**src/rtl/gpio_pkg.sv**
```systemverilog
package gpio_pkg;

  localparam int ADDR_W     = 12;
  localparam int BANK_BITS  = 32;
  localparam int BIT_OD     = 31;
  localparam int BIT_DIRQ   = 27;
  localparam int BIT_NEG    = 26;
  localparam int BIT_POS    = 25;
  localparam int BIT_LVL    = 24;

  localparam logic [31:0] CFG_KEEP  = 32'h8F00_0007;
  localparam logic [2:0]  VAL_RESET = 3'b110;

  typedef enum logic [2:0] {
    TRIG_OFF, TRIG_RISE, TRIG_FALL, TRIG_EDGE, TRIG_HIGH, TRIG_LOW, TRIG_ANY
  } trig_mode_e;

  // trig = {neg, pos, lvl}
  function automatic trig_mode_e decode_trig(input logic [2:0] trig);
    logic neg, pos, lvl;
    neg = trig[2];
    pos = trig[1];
    lvl = trig[0];
    if (!lvl) begin
      if (pos && neg)  return TRIG_EDGE;
      else if (pos)    return TRIG_RISE;
      else if (neg)    return TRIG_FALL;
      else             return TRIG_OFF;
    end else begin
      if (pos && neg)  return TRIG_ANY;
      else if (pos)    return TRIG_HIGH;
      else if (neg)    return TRIG_LOW;
      else             return TRIG_OFF;
    end
  endfunction

  function automatic logic trig_hit(input trig_mode_e m, input logic cur,
                                    input logic prev);
    case (m)
      TRIG_RISE: return cur && !prev;
      TRIG_FALL: return !cur && prev;
      TRIG_EDGE: return cur != prev;
      TRIG_HIGH: return cur;
      TRIG_LOW:  return !cur;
      TRIG_ANY:  return 1'b1;
      default:   return 1'b0;
    endcase
  endfunction

  function automatic logic [31:0] cfg_store(input logic [31:0] w);
    return w & CFG_KEEP;
  endfunction

  // Value word as read: bit 0 follows the pad when input is enabled.
  function automatic logic [31:0] val_view(input logic [2:0] v, input logic pin);
    return {29'd0, v[2:1], (v[2] ? v[0] : pin)};
  endfunction

endpackage

```
**src/rtl/gpio_in_sync.sv**
```systemverilog
module gpio_in_sync #(
  parameter int WIDTH = 8
) (
  input  logic             clk,
  input  logic             rst,
  input  logic [WIDTH-1:0] async_i,
  output logic [WIDTH-1:0] sync_o,
  output logic [WIDTH-1:0] prev_o
);

  logic [WIDTH-1:0] meta_q;
  logic [WIDTH-1:0] sync_q;
  logic [WIDTH-1:0] prev_q;

  always_ff @(posedge clk) begin
    if (rst) begin
      meta_q <= '0;
      sync_q <= '0;
      prev_q <= '0;
    end else begin
      meta_q <= async_i;
      sync_q <= meta_q;
      prev_q <= sync_q;
    end
  end

  assign sync_o = sync_q;
  assign prev_o = prev_q;

  // the synchronized value is the input from two edges earlier
  p_two_flop_r6: assert property (@(posedge clk) disable iff (rst)
    $past(rst) || (sync_q == $past(meta_q)));

endmodule

```
**src/rtl/gpio_trig_detect.sv**
```systemverilog
module gpio_trig_detect
  import gpio_pkg::*;
#(
  parameter int WIDTH = 8
) (
  input  logic                  clk,
  input  logic                  rst,
  input  logic [WIDTH-1:0][2:0] trig_i,
  input  logic [WIDTH-1:0]      cur_i,
  input  logic [WIDTH-1:0]      prev_i,
  output logic [WIDTH-1:0]      event_o
);

  for (genvar p = 0; p < WIDTH; p++) begin : g_pin
    trig_mode_e mode;
    assign mode       = decode_trig(trig_i[p]);
    assign event_o[p] = trig_hit(mode, cur_i[p], prev_i[p]);

    // no trigger bits, or level alone, never fires
    p_quiet_off_r8: assert property (@(posedge clk) disable iff (rst)
      (trig_i[p][2:1] == 2'b00) |-> !event_o[p]);

    // a pure edge mode only fires when the input moved
    p_edge_needs_change_r6: assert property (@(posedge clk) disable iff (rst)
      (!trig_i[p][0] && event_o[p]) |-> (cur_i[p] != prev_i[p]));
  end

endmodule

```
**src/rtl/gpio_irq_bank.sv**
```systemverilog
module gpio_irq_bank #(
  parameter int WIDTH = 8
) (
  input  logic             clk,
  input  logic             rst,
  input  logic [WIDTH-1:0] event_i,
  input  logic [WIDTH-1:0] clear_i,
  output logic [WIDTH-1:0] status_o
);

  logic [WIDTH-1:0] status_q;

  always_ff @(posedge clk) begin
    if (rst) status_q <= '0;
    else     status_q <= event_i | (status_q & ~clear_i);
  end

  assign status_o = status_q;

  // a cleared bit without a fresh event is gone next cycle
  p_w1c_r10: assert property (@(posedge clk) disable iff (rst)
    (|(clear_i & ~event_i)) |=> ((status_q & $past(clear_i & ~event_i)) == '0));

  // an event always leaves its bit set, even under a clear
  p_event_wins_r11: assert property (@(posedge clk) disable iff (rst)
    (|event_i) |=> ((status_q & $past(event_i)) == $past(event_i)));

  // bits neither written nor triggered keep their value
  p_hold_r10: assert property (@(posedge clk) disable iff (rst)
    ((clear_i | event_i) == '0) |=> $stable(status_q));

endmodule

```
**src/rtl/gpio_pad_ctrl.sv**
```systemverilog
module gpio_pad_ctrl
  import gpio_pkg::*;
#(
  parameter int NUM_PADS = 40
) (
  input  logic                clk,
  input  logic                rst,
  input  logic                bus_en,
  input  logic                bus_we,
  input  logic [ADDR_W-1:0]   bus_addr,
  input  logic [31:0]         bus_wdata,
  output logic [31:0]         bus_rdata,
  input  logic [NUM_PADS-1:0] pad_in,
  output logic [NUM_PADS-1:0] pad_out,
  output logic [NUM_PADS-1:0] pad_oe,
  output logic                irq
);

  localparam int NUM_BANKS  = (NUM_PADS + BANK_BITS - 1) / BANK_BITS;
  localparam int STAT_W     = NUM_BANKS * BANK_BITS;
  localparam int SLOT_SEL_W = ADDR_W - 5;
  localparam int BANK_SEL_W = ADDR_W - 3;

  // ---------------- address decode
  logic                  in_status;
  logic [SLOT_SEL_W-1:0] slot_sel;
  logic [1:0]            slot_word;
  logic [BANK_SEL_W-1:0] bank_sel;
  logic                  wr_strobe;
  logic                  rd_strobe;

  assign in_status = bus_addr[ADDR_W-1];
  assign slot_sel  = bus_addr[ADDR_W-2:4];
  assign slot_word = bus_addr[3:2];
  assign bank_sel  = bus_addr[ADDR_W-2:2];
  assign wr_strobe = bus_en && bus_we;
  assign rd_strobe = bus_en && !bus_we;

  // ---------------- per-pad register storage
  logic [NUM_PADS-1:0][31:0] cfg_q;
  logic [NUM_PADS-1:0][2:0]  val_q;
  logic [NUM_PADS-1:0][2:0]  trig;
  logic [NUM_PADS-1:0]       pin_sync;
  logic [NUM_PADS-1:0]       pin_prev;
  logic [NUM_PADS-1:0]       pad_event;
  logic [NUM_PADS-1:0]       stat_clear;
  logic [NUM_PADS-1:0]       status;

  for (genvar p = 0; p < NUM_PADS; p++) begin : g_pad
    logic hit;
    assign hit = wr_strobe && !in_status && (slot_sel == SLOT_SEL_W'(p));

    always_ff @(posedge clk) begin
      if (rst) begin
        cfg_q[p] <= '0;
        val_q[p] <= VAL_RESET;
      end else if (hit && slot_word == 2'd0) begin
        cfg_q[p] <= cfg_store(bus_wdata);
      end else if (hit && slot_word == 2'd2) begin
        val_q[p] <= bus_wdata[2:0];
      end
    end

    logic od, oe_n, lvl;
    assign od   = cfg_q[p][BIT_OD];
    assign oe_n = val_q[p][1];
    assign lvl  = val_q[p][0];

    assign pad_oe[p]  = !oe_n && (!od || !lvl);
    assign pad_out[p] = od ? 1'b0 : lvl;
    assign trig[p]    = {cfg_q[p][BIT_NEG], cfg_q[p][BIT_POS], cfg_q[p][BIT_LVL]};

    // an open-drain pad never drives high
    p_od_low_only_r4: assert property (@(posedge clk) disable iff (rst)
      (od && pad_oe[p]) |-> !pad_out[p]);

    // a disabled output never drives
    p_oe_gate_r3: assert property (@(posedge clk) disable iff (rst)
      val_q[p][1] |-> !pad_oe[p]);
  end

  // ---------------- input path and event detection
  gpio_in_sync #(.WIDTH(NUM_PADS)) u_sync (
    .clk     (clk),
    .rst     (rst),
    .async_i (pad_in),
    .sync_o  (pin_sync),
    .prev_o  (pin_prev)
  );

  gpio_trig_detect #(.WIDTH(NUM_PADS)) u_detect (
    .clk     (clk),
    .rst     (rst),
    .trig_i  (trig),
    .cur_i   (pin_sync),
    .prev_i  (pin_prev),
    .event_o (pad_event)
  );

  // ---------------- status write-1-to-clear
  always_comb begin
    for (int i = 0; i < NUM_PADS; i++) begin
      stat_clear[i] = wr_strobe && in_status &&
                      (bank_sel == BANK_SEL_W'(i / BANK_BITS)) &&
                      bus_wdata[i % BANK_BITS];
    end
  end

  gpio_irq_bank #(.WIDTH(NUM_PADS)) u_irq (
    .clk      (clk),
    .rst      (rst),
    .event_i  (pad_event),
    .clear_i  (stat_clear),
    .status_o (status)
  );

  assign irq = |status;

  // ---------------- read mux
  logic [STAT_W-1:0] status_wide;
  assign status_wide = STAT_W'(status);

  always_comb begin
    bus_rdata = '0;
    if (rd_strobe) begin
      if (in_status) begin
        for (int b = 0; b < NUM_BANKS; b++) begin
          if (bank_sel == BANK_SEL_W'(b))
            bus_rdata = status_wide[b*BANK_BITS +: BANK_BITS];
        end
      end else begin
        for (int p = 0; p < NUM_PADS; p++) begin
          if (slot_sel == SLOT_SEL_W'(p)) begin
            if (slot_word == 2'd0)      bus_rdata = cfg_q[p];
            else if (slot_word == 2'd2) bus_rdata = val_view(val_q[p], pin_sync[p]);
          end
        end
      end
    end
  end

  // the first cycle out of reset shows a clean interrupt state
  p_reset_clean_r1: assert property (@(posedge clk) disable iff (rst)
    $past(rst) |-> ((status == '0) && !irq && (pad_oe == '0)));

  // the interrupt line only rises after some pin raised an event
  p_irq_needs_event_r12: assert property (@(posedge clk) disable iff (rst)
    $rose(irq) |-> $past(|pad_event));

  // the line stays up while no clear is written
  p_irq_holds_r12: assert property (@(posedge clk) disable iff (rst)
    (irq && !(wr_strobe && in_status)) |=> irq);

endmodule

```
**config.mk**
```make
export PLATFORM = sky130hd
export DESIGN_NAME = gpio_pad_ctrl
export DESIGN_NICKNAME = d
export VERILOG_FILES = /design/src/rtl/gpio_pkg.sv /design/src/rtl/gpio_in_sync.sv /design/src/rtl/gpio_trig_detect.sv /design/src/rtl/gpio_irq_bank.sv /design/src/rtl/gpio_pad_ctrl.sv
export SDC_FILE = /design/constraint.sdc
export NUM_CORES = 2
export LEC_CHECK = 0
export ABC_CLOCK_PERIOD_IN_PS = 7100
export BUFFER_PORTS_ARGS = -buffer_cell sky130_fd_sc_hd__buf_4
export CELL_PAD_IN_SITES_DETAIL_PLACEMENT = 1
export CELL_PAD_IN_SITES_GLOBAL_PLACEMENT = 1
export CORE_MARGIN = 2
export CORE_UTILIZATION = 49
export DETAILED_ROUTE_END_ITERATION = 6
export PLACE_DENSITY_LB_ADDON = 0.1
export SLEW_MARGIN = 10
export SYNTH_ARGS = -nofsm -noshare
export SYNTH_HDL_FRONTEND = slang
export SYNTH_SLANG_ARGS = --single-unit
```
**constraint.sdc**
```tcl
create_clock -name clk -period 7.1 [get_ports clk]
set_input_delay 2.13 -clock clk [delete_from_list [all_inputs] [get_ports clk]]
set_output_delay 2.13 -clock clk [all_outputs]
set_load 0.1 [all_outputs]
```
; ---- Word-level counts from Yosys, hierarchy flattened
; Cells that the tools add are included.
[totals]
output_inout_bits = 113
mem_bits_ro = 0
n_memories = 0
elab_cells = 1650
input_bits = 88
ramBits = 0
regBits = 600
latch_bits = 0
[op_classes]
eq_ne = 321
n_addsub = 0
mux = 590
bitwise_logic = 43
n_mul = 0
n_lt_le_gt_ge = 0
shifts = 0
n_div = 0
n_reduce_logical = 612
[op_table]
columns = cell, count
row1 = 32-bit two-way mux, 189
row2 = 3-bit two-way mux, 241
row3 = "3-bit equality test, second input constant", 120
row4 = 1-bit logical AND, 326
row5 = "3-bit by 2-bit equality test with 1-bit output, second input constant", 80
row6 = 1-bit one-hot mux with 6 select lines, 40
row7 = 1-bit logical NOT, 202
row8 = "3-bit by 1-bit equality test with 1-bit output, second input constant", 40
row9 = "7-bit by 5-bit equality test with 1-bit output, second input constant", 16
row10 = 1-bit two-way mux, 80
row11 = 2-bit two-way mux, 40
row12 = 2-bit AND reduction, 40
row13 = "7-bit by 4-bit equality test with 1-bit output, second input constant", 8
row14 = "7-bit by 6-bit equality test with 1-bit output, second input constant", 8
row15 = 40-bit AND, 1
row16 = 1-bit logical OR, 40
row17 = 1-bit != test, 40
row18 = 1-bit NOT, 40
row19 = 40-bit NOT, 1
row20 = 40-bit bitwise OR, 1
row21 = 40-bit OR reduction, 1
row22 = "7-bit by 3-bit equality test with 1-bit output, second input constant", 4
row23 = "7-bit by 2-bit equality test with 1-bit output, second input constant", 2
row24 = "9-bit by 1-bit equality test with 1-bit output, second input constant", 1
row25 = 5 further kinds, 5

; ---- Depth between registers and ports, before layout
[depth]
word_depth = 189
mapped_depth = 11
mapped_depth_nobuf = 8

; ---- Cells and area by module
; Synthesis repeated with hierarchy kept, for this count alone.
[unflattened]
hier_cells = 3616
area_unflattened_um2 = 29544.6
[by_module_without_submodules]
columns = module, area_each_um2, seq_area_each_um2, cells_each, n_inst
row1 = gpio_pad_ctrl, 21879.7, 8808.4, 2798, 1
row2 = gpio_in_sync, 3220.6, 2402.3, 253, 1
row3 = gpio_trig_detect, 2997.9, 0.0, 401, 1
row4 = gpio_irq_bank, 1446.4, 800.8, 164, 1

; ---- Worst setup path after synthesis
; OpenSTA, ideal clock, no wires.
[synth_path]
kind = input-to-output
start = in bus_addr[4]
end = out bus_rdata[31]
path_buffers = 2
stages = 8
required_time_ns = 4.970
setup_slack_ns = -1.005
t_arrival_ns = 5.975
path_cell_list = buf_4 -> buf_6 -> or4_1 -> nor2_1 -> a222oi_1 -> o2111ai_1 -> o41ai_1 -> a221oi_1
[synth_between]
elab_chain_len = 187
elab_cells_between_ends = 230
cone_classes = 40 x eq/ne / 188 x mux / 2 x reduce/logical
[synth_rtl]
columns = item, line_no
row1 = start: declaration, gpio_pad_ctrl.sv:10  ; input logic [ADDR_W-1:0] bus_addr,
row2 = 7-bit logical NOT, gpio_pad_ctrl.sv:133  ; if (slot_sel == SLOT_SEL_W'(p)) begin
row3 = 32-bit two-way mux, gpio_pad_ctrl.sv:133
row4 = 32-bit two-way mux, gpio_pad_ctrl.sv:126  ; if (in_status) begin
row5 = 32-bit two-way mux, gpio_pad_ctrl.sv:125  ; if (rd_strobe) begin
row6 = 32-bit two-way mux, gpio_pad_ctrl.sv:135  ; else if (slot_word == 2'd2) bus_rdata = val_view(val_q[p], pin_sync[p]);
row7 = 32-bit two-way mux, gpio_pad_ctrl.sv:134  ; if (slot_word == 2'd0) bus_rdata = cfg_q[p];
row8 = 32-bit two-way mux, gpio_pad_ctrl.sv:133
row9 = 32-bit two-way mux, gpio_pad_ctrl.sv:126
row10 = (+171 left out), -
row11 = 32-bit two-way mux, gpio_pad_ctrl.sv:135
row12 = 32-bit two-way mux, gpio_pad_ctrl.sv:134
row13 = 32-bit two-way mux, gpio_pad_ctrl.sv:133
row14 = 32-bit two-way mux, gpio_pad_ctrl.sv:135
row15 = 32-bit two-way mux, gpio_pad_ctrl.sv:134
row16 = 32-bit two-way mux, gpio_pad_ctrl.sv:133
row17 = 32-bit two-way mux (*), gpio_pad_ctrl.sv:126
row18 = 32-bit two-way mux (*), gpio_pad_ctrl.sv:125
row19 = end: declaration, gpio_pad_ctrl.sv:12  ; output logic [31:0] bus_rdata,
; Every way passes the cells marked *; elsewhere a longest branch is shown, timed or not. The select of a mux whose other input is x is not followed.

; ---- Worst setup path in the final report
[layout_path]
start = in bus_addr[3]
end = out bus_rdata[1]
[layout_between]
elab_chain_len = 189
elab_cells_between_ends = 194
cone_classes = 2 x eq/ne / 190 x mux / 2 x reduce/logical
[layout_rtl]
columns = item, line_no
row1 = 2-bit equality test, gpio_pad_ctrl.sv:135
row2 = 3-bit two-way mux, gpio_pad_ctrl.sv:135
row3 = 32-bit two-way mux, gpio_pad_ctrl.sv:134
row4 = 32-bit two-way mux, gpio_pad_ctrl.sv:133
row5 = 32-bit two-way mux, gpio_pad_ctrl.sv:126
row6 = 32-bit two-way mux, gpio_pad_ctrl.sv:125
row7 = 32-bit two-way mux, gpio_pad_ctrl.sv:135
row8 = 32-bit two-way mux, gpio_pad_ctrl.sv:134
row9 = (+173 left out), -
row10 = 32-bit two-way mux, gpio_pad_ctrl.sv:135
row11 = 32-bit two-way mux, gpio_pad_ctrl.sv:134
row12 = 32-bit two-way mux, gpio_pad_ctrl.sv:133
row13 = 32-bit two-way mux, gpio_pad_ctrl.sv:135
row14 = 32-bit two-way mux, gpio_pad_ctrl.sv:134
row15 = 32-bit two-way mux, gpio_pad_ctrl.sv:133
row16 = 32-bit two-way mux (*), gpio_pad_ctrl.sv:126
row17 = 32-bit two-way mux (*), gpio_pad_ctrl.sv:125
; Marks and branches as above.

==> flow_summary.yaml <==
status:
  status: "finished with violations"
  violations: "negative setup slack"
drt:
  routed_wl_um: 143000
  drc_errors: 0
  drtIter0Drc: 3385
  ant_nets: 0
  via_count: 31500
  viasPerCell: 6.51
  first_pass_iters: 6
  post_drt_wl_per_cell_um: 29.5
sta:
  fin_ws_ps: -12.1
  finalCritPeriodShare_pct: 100
  finalSetupViolations: 3
  worstMarginPinSlew_ps: 1340
  fmax_ghz: 0.141
  skew_ps: 13.6
  post-route-min-period_ps: 7110
  finalMaxSlewViolations: 0
  rsz0062_at_grt: "true"
  slew-limit-headroom_pct: 9.99
  hold_viol: 0
grt:
  top_usage_layer: "met2"
  grt_use_total_pct: 44.5
  grt_pass1_vias: 32300
  overflow: 0
  grt_pass1_wl_um: 209000
  globalRouteMet1Util_pct: 52.7
  antenna_found_initial: 10
  grt_use_met2_pct: 71.2
  grt_max_degree: 209
  globalRouteMet3Util_pct: 10.8
finish:
  stdcell_count: 4830
  seq_area_mm2: 0.0120
  multi_input_area_mm2: 0.0163
  num_antenna_cells: 0
  syn_to_final_growth_pct: 20.9
  fillCellCount: 7110
  final_util_pct: 60.2
  nets: 4173
  layout-drive-gt1-share_pct: 17.2
clock_network:
  insertion_delay_ps: 630
  clk_path_buf_depth: 3
  cts_root_buf: "clkbuf_16"
  clkTransAtPathRegs_ps: 60
  cts_num_sinks: 600
  cts_tree: "built"
  ctsHtreeMaxLevel: 3
  cts_buffers: 67
  cts_hold_buf: 0
synthesis:
  synth_fp_nets: 3887
  async_flop_share_pct: 0
  syn_area_mm2: 0.0295
  yosys.area.top_type_share_pct: 40.7
  synth_ff_type: "dfxtp_1"
  synth-edff-count: 0
  synth_seq_cells: 600
  synth_cell_types: 86
  ys_warn_count: 0
  synth_cells: 3719
  yosysTopAreaCell: "dfxtp_1"
  synthTopCellsByArea: "dfxtp_1, nand2_1, mux2i_1"
  avgSynthCellArea_um2: 7.94
  seq_area_frac_synth_pct: 40.7
critical_path:
  start_kind: "input port"
  critPathRequiredTime_ps: 4970
  critical_path_class: "input port to primary output"
  slowest_stage: "or4b_1"
  endpoint_kind: "primary output"
  rrSetupSlack_ps: 4800
  cp.arrival_ps: 4980
  cp_cell_sequence: "buf_6, buf_4, or4b_1, buf_4, o311ai_0, a211oi_1, or3_1, a221oi_1, o21ai_2, buf_6"
  cp_slowest_stage_delay_ps: 570
  cp_max_fo: 9
floorplan:
  dieHeight_um: 249
  pin_count: 201
  start_util_pct: 49.8
  die_area_mm2: 0.0622
  core_mm2: 0.0592
  row_count: 89
  die_w_um: 249
place:
  routabilityCongestion: 1.03
  place_hpwl_um: 100000
  portBuffers: 198
  dp.cells: 4707
pwr:
  pwr_density_cell_mw_per_mm2: 216
  fin_total_pwr_w: 0.00772
  p_leak_nw: 13.1
  ir_drop_mv: 0.191
run:
  drv_cap: 0
hold_path:
  worstHoldPathType: "flop to flop"
## cell usage in the layout (no fill, tap or decap), types with 80 or more instances in the layout
cell type,instances
ha_1,80
nand3_1,184
o21ai_0,323
dfxtp_1,600
a21oi_1,404
inv_1,88
nor2b_1,136
buf_4,453
mux2i_1,205
nor2_1,271
nand2_1,662
## synthesized netlist by cell type, types with 11 or more instances
library cell  instances
dfxtp_1             600
nor2_1              275
mux2i_1             205
inv_1                88
mux2_2               27
nand3_1             184
a31oi_1              15
a22o_1               13
ha_1                 80
buf_4                13
a21oi_1             404
buf_2                42
buf_1                17
nand4_1              15
nor3_1               29
nand3b_1             42
a32oi_1              17
and2_1               26
o211ai_1             17
o21ai_0             328
nand2_1             663
nor4_1               22
a22oi_1              45
a211oi_1             22
clkbuf_1            180
a211o_1              11
nor2b_1             136
a221oi_1             14
## kinds of logic (layout without fill, tap and decap cells)
kind of cell / after synthesis / count (layout) / synth area share (%)
AO/OA/AOI/OAI: 974 / 974 / 19.1
adder cells (fa/ha/maj): 80 / 80 / 3.39
buffers and inverters: 350 / 688 / 5.04
flip-flops: 600 / 600 / 40.7
multiplexers: 238 / 238 / 8.40
AND/OR/NAND/NOR: 1477 / 1477 / 23.3
## path summary, 6_finish.rpt
kind | from | end | depth (start not counted)
worst max-delay path | bus_addr[3] | bus_rdata[1] | 10
worst min-delay path | u_sync.meta_q[31] | u_sync.sync_o[31] | 1
worst max register to register | u_sync.sync_o[22] | u_irq.status_o[22] | 5
worst min register to register | u_sync.meta_q[31] | u_sync.sync_o[31] | 1
## per-layer routing
| layer | share of wire (%) | vias up | wire, um |
|---|---|---|---|
| met3 | 9.0 | 550 | 12800 |
| met1 | 38 | 15600 | 53600 |
| met2 | 45 | 1701 | 64800 |
| li1 | - | 13500 | - |
| met5 | 0.075 | - | 107 |
| met4 | 7.8 | 18 | 11200 |
## worst max-delay path, delay by kind of cell
family / cells / cell delay [ps]
and+or+nand+nor: 2 / 910
AOI/OAI and AO/OA: 4 / 1100
buffers and inverters: 4 / 820
## flip-flops by register name (all words and copies together), names as in the netlist
register and count:
val_q 40, u_sync.meta_q 40, cfg_q 320, u_sync.sync_o 40, u_irq.status_o 40, g_pad.oe_n 40
u_sync.prev_o 40, g_pad.lvl 40
## power by group
group | switching, W | internal (W)
sequential | 0.0000280 | 0.00339
combinational | 0.000371 | 0.000171
clock | 0.00155 | 0.00220
## cell type report
class	instances	share of cell area [%]
clock buffer	95	5.50
clock inverter	26	0.999
timing repair buffer	478	10.6
multi-input combinational	2769	45.6
inverter	89	0.936
sequential	600	33.7
tap	773	2.71
## through the flow
| stage | worst slack [ps] | hold WS, ps | setup TNS, ps | area (um2) |
|---|---|---|---|---|
| 2_1_floorplan | -90.2 | 414 | -90.2 | 29600 |
| 3_3_place_gp | -191 | 418 | -655 | 33200 |
| 3_5_place_dp | -250 | 424 | -954 | 33200 |
| 4_1_cts | 3.79 | 446 | 0 | 35500 |
| 5_1_grt | -40.8 | 457 | -41.9 | 35700 |
| 6_report | -12.1 | 442 | -20.9 | 35700 |
## repair_timing
item / 4_1_cts / 5_1_grt
pin swaps: 0 / 2
resized for setup: 14 / 25
setup endpoints to repair: 7 / 8
buffers inserted: 0 / 2
Note: power is estimated with default switching activity, not from simulation.
